<file path="config.mk">
export PLATFORM = sky130hd
export DESIGN_NAME = fma_nan_select
export DESIGN_NICKNAME = d
export VERILOG_FILES = /design/src/rtl/fma_nan_pkg.sv /design/src/rtl/fma_nan_classify.sv /design/src/rtl/fma_nan_pick.sv /design/src/rtl/fma_nan_select.sv
export SDC_FILE = /design/constraint.sdc
export NUM_CORES = 1
export LEC_CHECK = 0
export BUFFER_PORTS_ARGS = -buffer_cell sky130_fd_sc_hd__buf_2
export CELL_PAD_IN_SITES_DETAIL_PLACEMENT = 1
export CELL_PAD_IN_SITES_GLOBAL_PLACEMENT = 1
export CORE_UTILIZATION = 26
export CTS_BUF_LIST = sky130_fd_sc_hd__clkbuf_4 sky130_fd_sc_hd__clkbuf_8
export DETAILED_ROUTE_END_ITERATION = 10
export PLACE_DENSITY = 0.81
export SLEW_MARGIN = 20
export SYNTH_ARGS = -nofsm -noshare
export SYNTH_HDL_FRONTEND = slang
export SYNTH_SLANG_ARGS = --single-unit
export TNS_END_PERCENT = 50
</file>
<file path="constraint.sdc">
create_clock -name clk -period 0.87 [get_ports clk]
set_input_delay 0.174 -clock clk [delete_from_list [all_inputs] [get_ports clk]]
set_output_delay 0.174 -clock clk [all_outputs]
set_load 0.03 [all_outputs]
</file>
<file path="src/rtl/fma_nan_pkg.sv">
package fma_nan_pkg;

    typedef struct packed {
        logic is_nan;
        logic is_snan;
        logic is_inf;
        logic is_zero;
    } opclass_t;

    typedef enum logic [1:0] {
        RULE_STD2 = 2'd0,
        RULE_ALT2 = 2'd1,
        RULE_STD3 = 2'd2,
        RULE_ALT3 = 2'd3
    } rule_t;

    typedef enum logic [2:0] {
        PICK_ARITH = 3'd0,
        PICK_A     = 3'd1,
        PICK_B     = 3'd2,
        PICK_C     = 3'd3,
        PICK_DNAN  = 3'd4
    } pick_t;

endpackage

</file>
<file path="src/rtl/fma_nan_classify.sv">
module fma_nan_classify
    import fma_nan_pkg::*;
#(
    parameter int EXP_W  = 8,
    parameter int FRAC_W = 23
) (
    input  logic [EXP_W+FRAC_W:0] word,
    output opclass_t              cls
);
    localparam int W = 1 + EXP_W + FRAC_W;

    logic [EXP_W-1:0]  expo;
    logic [FRAC_W-1:0] frac;
    logic              unused_sign;

    assign expo        = word[FRAC_W +: EXP_W];
    assign frac        = word[FRAC_W-1:0];
    assign unused_sign = word[W-1];

    always_comb begin
        cls.is_nan  = (&expo) && (|frac);
        cls.is_snan = (&expo) && (|frac) && !frac[FRAC_W-1];
        cls.is_inf  = (&expo) && !(|frac);
        cls.is_zero = !(|expo) && !(|frac);
    end

endmodule

</file>
<file path="src/rtl/fma_nan_pick.sv">
module fma_nan_pick
    import fma_nan_pkg::*;
#(
    parameter int EXP_W  = 8,
    parameter int FRAC_W = 23
) (
    input  logic [EXP_W+FRAC_W:0] a,
    input  logic [EXP_W+FRAC_W:0] b,
    input  logic [EXP_W+FRAC_W:0] c,
    input  opclass_t              ca,
    input  opclass_t              cb,
    input  opclass_t              cc,
    input  logic                  three_op,
    input  logic                  alt_mode,
    input  logic                  dnan_en,
    input  logic [EXP_W+FRAC_W:0] arith,
    output logic [EXP_W+FRAC_W:0] res,
    output logic                  nan_res,
    output logic                  invalid
);
    localparam int W = 1 + EXP_W + FRAC_W;
    localparam logic [W-1:0] QUIET_BIT = W'(1) << (FRAC_W - 1);

    rule_t      rule;
    pick_t      pick;
    logic       inf_zero;
    logic       unused_c;
    logic [W-1:0] dnan;

    assign rule     = rule_t'({three_op, alt_mode});
    assign inf_zero = (ca.is_zero && cb.is_inf) || (ca.is_inf && cb.is_zero);
    assign unused_c = cc.is_inf ^ cc.is_zero;
    assign dnan     = {alt_mode, {EXP_W{1'b1}}, 1'b1, {(FRAC_W-1){1'b0}}};

    always_comb begin
        pick    = PICK_ARITH;
        invalid = 1'b0;
        unique case (rule)
            RULE_STD2: begin
                invalid = ca.is_snan || cb.is_snan;
                if (ca.is_snan)      pick = PICK_A;
                else if (cb.is_snan) pick = PICK_B;
                else if (ca.is_nan)  pick = PICK_A;
                else if (cb.is_nan)  pick = PICK_B;
            end
            RULE_ALT2: begin
                invalid = ca.is_snan || cb.is_snan;
                if (ca.is_nan)      pick = PICK_A;
                else if (cb.is_nan) pick = PICK_B;
            end
            RULE_STD3: begin
                invalid = ca.is_snan || cb.is_snan || cc.is_snan;
                if (inf_zero) begin
                    invalid = 1'b1;
                    pick    = cc.is_snan ? PICK_C : PICK_DNAN;
                end
                else if (cc.is_snan) pick = PICK_C;
                else if (ca.is_snan) pick = PICK_A;
                else if (cb.is_snan) pick = PICK_B;
                else if (cc.is_nan)  pick = PICK_C;
                else if (ca.is_nan)  pick = PICK_A;
                else if (cb.is_nan)  pick = PICK_B;
            end
            RULE_ALT3: begin
                invalid = ca.is_snan || cb.is_snan || cc.is_snan;
                if (inf_zero) begin
                    if (cc.is_nan) begin
                        pick = PICK_C;
                    end
                    else begin
                        pick    = PICK_DNAN;
                        invalid = 1'b1;
                    end
                end
                else if (ca.is_nan) pick = PICK_A;
                else if (cb.is_nan) pick = PICK_B;
                else if (cc.is_nan) pick = PICK_C;
            end
            default: pick = PICK_ARITH;
        endcase
    end

    always_comb begin
        nan_res = (pick != PICK_ARITH);
        unique case (pick)
            PICK_A:    res = a | QUIET_BIT;
            PICK_B:    res = b | QUIET_BIT;
            PICK_C:    res = c | QUIET_BIT;
            PICK_DNAN: res = dnan;
            default:   res = arith;
        endcase
        if (dnan_en && nan_res) begin
            res = dnan;
        end
    end

endmodule

</file>
<file path="src/rtl/fma_nan_select.sv">
module fma_nan_select
    import fma_nan_pkg::*;
#(
    parameter int EXP_W  = 8,
    parameter int FRAC_W = 23
) (
    input  logic                  clk,
    input  logic                  rst_n,
    input  logic                  req_valid,
    input  logic [EXP_W+FRAC_W:0] op_a,
    input  logic [EXP_W+FRAC_W:0] op_b,
    input  logic [EXP_W+FRAC_W:0] op_c,
    input  logic                  three_op,
    input  logic                  alt_mode,
    input  logic                  dnan_en,
    input  logic [EXP_W+FRAC_W:0] arith_res,
    output logic                  rsp_valid,
    output logic [EXP_W+FRAC_W:0] result,
    output logic                  nan_out,
    output logic                  invalid_out
);
    localparam int W     = 1 + EXP_W + FRAC_W;
    localparam int N_OPS = 3;

    logic [W-1:0] ops [N_OPS];
    opclass_t     cls [N_OPS];
    logic [W-1:0] res_d;
    logic         nan_d;
    logic         inv_d;

    assign ops[0] = op_a;
    assign ops[1] = op_b;
    assign ops[2] = op_c;

    for (genvar gi = 0; gi < N_OPS; gi++) begin : g_cls
        fma_nan_classify #(.EXP_W(EXP_W), .FRAC_W(FRAC_W)) u_cls (
            .word (ops[gi]),
            .cls  (cls[gi])
        );
    end

    fma_nan_pick #(.EXP_W(EXP_W), .FRAC_W(FRAC_W)) u_pick (
        .a        (op_a),
        .b        (op_b),
        .c        (op_c),
        .ca       (cls[0]),
        .cb       (cls[1]),
        .cc       (cls[2]),
        .three_op (three_op),
        .alt_mode (alt_mode),
        .dnan_en  (dnan_en),
        .arith    (arith_res),
        .res      (res_d),
        .nan_res  (nan_d),
        .invalid  (inv_d)
    );

    always_ff @(posedge clk or negedge rst_n) begin
        if (!rst_n) begin
            rsp_valid   <= 1'b0;
            result      <= '0;
            nan_out     <= 1'b0;
            invalid_out <= 1'b0;
        end
        else begin
            rsp_valid <= req_valid;
            if (req_valid) begin
                result      <= res_d;
                nan_out     <= nan_d;
                invalid_out <= inv_d;
            end
        end
    end

endmodule

</file>
==> reports/qor.yml, run 1 <==
synthesis.instances: 238
ys_seq_elements: 35
hold_depth: 2
start_util_pct: 26.7
path_cells: "buf_2 -> nor4_2 -> nand4_1 -> buf_4 -> nor4_2 -> o2bb2ai_1 -> a22oi_2 -> nor3_4 -> nor4b_4 -> buf_4 -> a221o_1"
yosysMostFrequentCell: "dfrtp_1"
grt_use_total_pct: 25.7
pin_count: 169
ys_top_cells_by_area: "dfrtp_1, mux2i_1, a221o_1"
synth-edff-count: 0
die_y_microns: 96.5
cp_slowest_cell: "nor4_2"
via_count: 3282
via_per_inst: 5.62
cts_tree: "done"
setup_viol: 69
syn-cell-area_sq_um: 2320
dieArea_sq_um: 9300
first_pass_iters: 4
worst-path-buf-inv: 3
max_stage_delay_ns: 0.44
slew_headroom_pct: 71.8
ys_seq_area_share_pct: 37.8
ys_types: 46
grt_max_degree: 36
drt-initial-drc-count: 144
drtAntennaViolNets: 0
fin_ws_ns: -1.76
p_leak_uw: 0.00223
clock_skew_ns: 0
hpwl_microns: 8330
worst_pin_slew_ns: 0.419
cts-root-buf: "clkbuf_8"
cts_buffers: 5
clock_sinks: 35
core_sq_um: 8680
critical_path_required_ns: 1.10
fin_nets: 606
rsz0062_at_grt: "true"
cp.arrival_ns: 2.86
crit_family: "simple AND/OR/NAND/NOR gates"
wirelength_microns: 13900
syn_to_final_growth_pct: 109
worstPathMaxFanout: 7
syn-num-nets: 372
fp.dieW_microns: 96.5
grt_pass1_wl_microns: 17800
grt_pass1_vias: 3336
cp.depth: 11
yosys_warnings: 0
placementRows: 34
ys_async_sr_fraction_pct: 100
irDropWorstVdd_mv: 0.913
clk_latency_ns: 0.28
antenna_found_initial: 3
grt_overflow: 0
regToRegSetupSlack_ns: -0.12
powerDensity_nw_per_um2: 1180
cp-end-kind: "flip-flop"
synth_top_area_share_pct: 37.8
status: "finished with violations"
cts_max_level: 2
power.total_uw: 5750
failed_checks: "setup timing"
drc: 0
port_buffers: 168
postSynthAreaPerCell_sq_um: 9.75
min_period_over_period_pct: 303
clockBufferDepth: 2
clkSlewWorstSetupHoldPaths_ns: 0.09
ff2ff_path_depth: 2
place_congestion: 0.841
ys.flop_type: "dfrtp_1"
final.min_clock_period_ns: 2.63
tns_ns: -62.02
synth_common_cells: "dfrtp_1, nor2_1, o2bb2ai_1"
worstSetupPathType: "in2reg"
drv_cap: 0
hp-class: "in2reg"
cp-start-kind: "primary input"
drive_above_1_share_pct: 69.3
slew_viol_final: 0
max_freq_ghz: 0.380
wl_per_cell_microns: 23.9
yosys.area.top_type: "dfrtp_1"
finalHoldViolCount: 0
[final timing paths]
path,to,startpoint
setup reg to reg,result[17],result[17]
hold / removal,result[3],arith_res[3]
max in group asynchronous,result[31],rst_n
min in group asynchronous,result[14],rst_n
hold reg to reg,result[25],result[25]
setup / recovery,result[17],op_b[11]
[layout make-up]
type,count,area [sq um]
diodes,3,7.51
clock buffers,5,68.8
multi-input cells,188,1920
flip-flops and latches,35,876
fillers,988,3820
well taps,108,135
clock inverters,3,67.6
repair buffers,239,1770
inverters,3,11.3
[flip-flops by register name, indices dropped and copies added (netlist names)]
register and count:
result 32, nan_out 1, invalid_out 1, rsp_valid 1
[where the power goes]
group,switching (uW),leakage (uW),total (uW),internal (uW)
combinational,1010,0.00175,1980,972
sequential,156,0.000416,1930,1770
clock,693,0.0000644,1840,1140
total,1860,0.00223,5750,3890
[metal layers]
metal,track usage (%),wire length (microns),up-vias
li1,-,-,1448
met1,30.4,5190,1622
met2,46.3,7410,169
met3,3.05,766,43
met4,11.9,556,0
met5,0,0,-
[through the flow]
step / std cells / instance area [sq um] / hold WS, ns / worst slack, ns / utilization, %
final: 584 / 4860 / 0.0923 / -1.76 / 56.0
after floorplan: 238 / 2340 / -0.122 / -1.45 / -
after CTS: 572 / 4410 / 0.0987 / -1.48 / 50.9
after global placement: 552 / 3650 / 0.150 / -1.93 / 42.0
after detailed placement: 552 / 3650 / 0.150 / -2.11 / 42.0
after global routing: 584 / 4860 / 0.105 / -1.90 / 56.0
[kinds of logic after synthesis]
kind of cell | Yosys count | synth area share (%)
compound gates | 80 | 28.6
flops | 35 | 37.8
buf+inv | 18 | 4.75
simple gates | 83 | 19.4
mux | 22 | 9.49
[worst reg2reg max path: cells and delay by family (launching register included)]
kind,cells,cell delay (ns)
flip-flops,1,0.44
AO/OA/AOI/OAI,2,0.43
[cells in the final DEF (no fill, tap or decap), drive strengths merged, types with 2 or more instances in the layout]
cell type  count
a21oi         14
a221o         21
buf          238
bufinv         2
clkbuf         5
dfrtp         35
diode          3
inv            2
mux2i         22
nand2          5
nand3          3
nand4          9
nor2          32
nor3           4
nor4          18
nor4b          2
o21ai          6
o22ai          2
o2bb2ai       24
or3            7
or4            2
[repair_timing]
item / 4_1_cts / 5_1_grt
endpoints found under the hold margin: 35 / 0
gates cloned: 3 / 2
hold buffers: 1 / 0
pin swaps: 21 / 36
buffers inserted: 9 / 8
endpoints found under the setup margin: 69 / 69
gates resized for setup: 139 / 75
Note: power is estimated with default switching activity, not from simulation.
==> run 2: changes to the inputs <==
CORE_UTILIZATION = 30   (was 26)
SYNTH_HIERARCHICAL = 1   (was default)
==> reports/qor.yml, run 2 <==
clkSlewWorstSetupHoldPaths_ns: 0.09
clk_latency_ns: 0.28
max_freq_ghz: 0.311
slew_viol_final: 0
most-common-layout-cells: "buf_2, buf_4, buf_6"
grt_pass1_wl_microns: 28400
cts_max_level: 2
grt_overflow: 0
cts_buffers: 5
regMostFlops: "result"
reg2reg_from: "result[3]"
hp-class: "in2reg"
endpoint: "result[15]"
fin_ws_ns: -2.35
clockBufferDepth: 2
via_per_inst: 6.16
core_sq_um: 9910
syn-cell-area_sq_um: 3120
wirelength_microns: 21700
fin_nets: 742
largest_reg_flops: 32
synthesis.instances: 313
drc: 0
p_leak_uw: 0.00291
r2r_end: "result[3]"
final.min_clock_period_ns: 3.22
cp-start-kind: "primary input"
critical_path_required_ns: 1.06
placementRows: 36
whs_ns: 0.222
slew_headroom_pct: 61.4
grt_pass1_vias: 4913
ff2ff_path_depth: 1
cp-end-kind: "flip-flop"
first_pass_iters: 8
clock_skew_ns: 0
worstSetupPathType: "in2reg"
place_congestion: 0.996
cts-root-buf: "clkbuf_8"
finalHoldViolCount: 0
powerDensity_nw_per_um2: 1070
worst_pin_slew_ns: 0.577
dp.cells: 706
via_count: 4575
dieArea_sq_um: 10800
stdcell_count: 743
cts_tree: "done"
setup_viol: 69
fillers: 1107
clock_sinks: 35
drv_cap: 0
postSynthAreaPerCell_sq_um: 9.97
die_y_microns: 104
syn-num-nets: 447
port_buffers: 168
cp.arrival_ns: 3.40
yosys_warnings: 6
failed_checks: "setup timing"
syn_to_final_growth_pct: 95.3
drtAntennaViolNets: 0
hpwl_microns: 12700
layout_commonest_cell: "buf_2"
wl_per_cell_microns: 29.1
critPathLaunch: "op_a[14]"
grt_max_degree: 36
regToRegSetupSlack_ns: -0.05
drive_above_1_share_pct: 72.2
irDropWorstVdd_mv: 0.670
drt-initial-drc-count: 347
worstPathMaxFanout: 7
antenna_found_initial: 2
rsz0062_at_grt: "true"
fp.dieW_microns: 104
start_util_pct: 31.5
status: "finished with violations"
grt_use_total_pct: 34.4
pin_count: 169
min_period_over_period_pct: 370
## run 2: metal layers
metal,GRT usage (%),vias to the layer above,part of all wire (%)
met5,0,-,0
met4,21.5,0,8.5
met1,36.3,2230,35
li1,-,1848,-
met3,7.46,130,8.3
met2,62.0,367,48
## run 2: final cells by class
class | count | area [sq um] | area share [%]
sequential | 35 | 876 | 14.4
inverter | 4 | 15.0 | 0.246
multi-input combinational | 254 | 2630 | 43.2
antenna | 2 | 5.00 | 0.0822
tap | 133 | 166 | 2.73
timing repair buffer | 308 | 2310 | 38.0
clock buffer | 6 | 82.6 | 1.36
clock inverter | 1 | 5.00 | 0.0822
## run 2: report_power, final
part | internal (uW) | total [uW] | switching (uW)
Sequential | 1840 | 2050 | 211
Clock | 625 | 1340 | 720
Combinational | 1540 | 3150 | 1610
## run 2: what timing repair did
item,CTS,global route
buffers inserted,10,19
hold endpoints to repair,35,0
setup endpoints to repair,69,69
gates resized for setup,142,62
hold buffers,1,0
pin swaps,39,33
cloned,1,0
## run 2: how the worst min path moves through the flow
| stage | startpoint | to | slack, ns | cells past startpoint |
|---|---|---|---|---|
| finish | arith_res[10] | result[10] | 0.22 | 4 |
| global route | req_valid | rsp_valid | 0.23 | 2 |
| CTS | arith_res[19] | result[19] | 0.23 | 4 |
| detailed placement | rst_n | result[29] | 0.16 | 2 |
| global placement | rst_n | result[29] | 0.15 | 2 |
| floorplan | rst_n | invalid_out | -0.12 | 0 |
## run 2: worst max-delay path: stages
cell and delay [ns]:
buf_2 0.13, nor4_4 0.32, nand4_1 0.18, buf_6 0.17, nor3_4 0.27, a22o_4 0.21
buf_6 0.11, a2111oi_4 0.05, o31ai_4 0.42, a211oi_4 0.16, buf_12 0.17, a222oi_1 0.50
buf_4 0.21, o21ai_2 0.06, mux2_4 0.27
## run 2: per-stage QoR
step,utilization (%),area [sq um],power [uW],TNS [ns],setup slack [ns]
detailed placement,50.7,5020,4420,-81.89,-2.56
global route,61.5,6090,6710,-81.55,-2.45
finish,61.5,6090,6540,-78.21,-2.35
CTS,57.6,5710,6130,-70.84,-2.00
global placement,50.7,5020,4350,-78.44,-2.47
floorplan,-,3270,3220,-58.91,-1.82
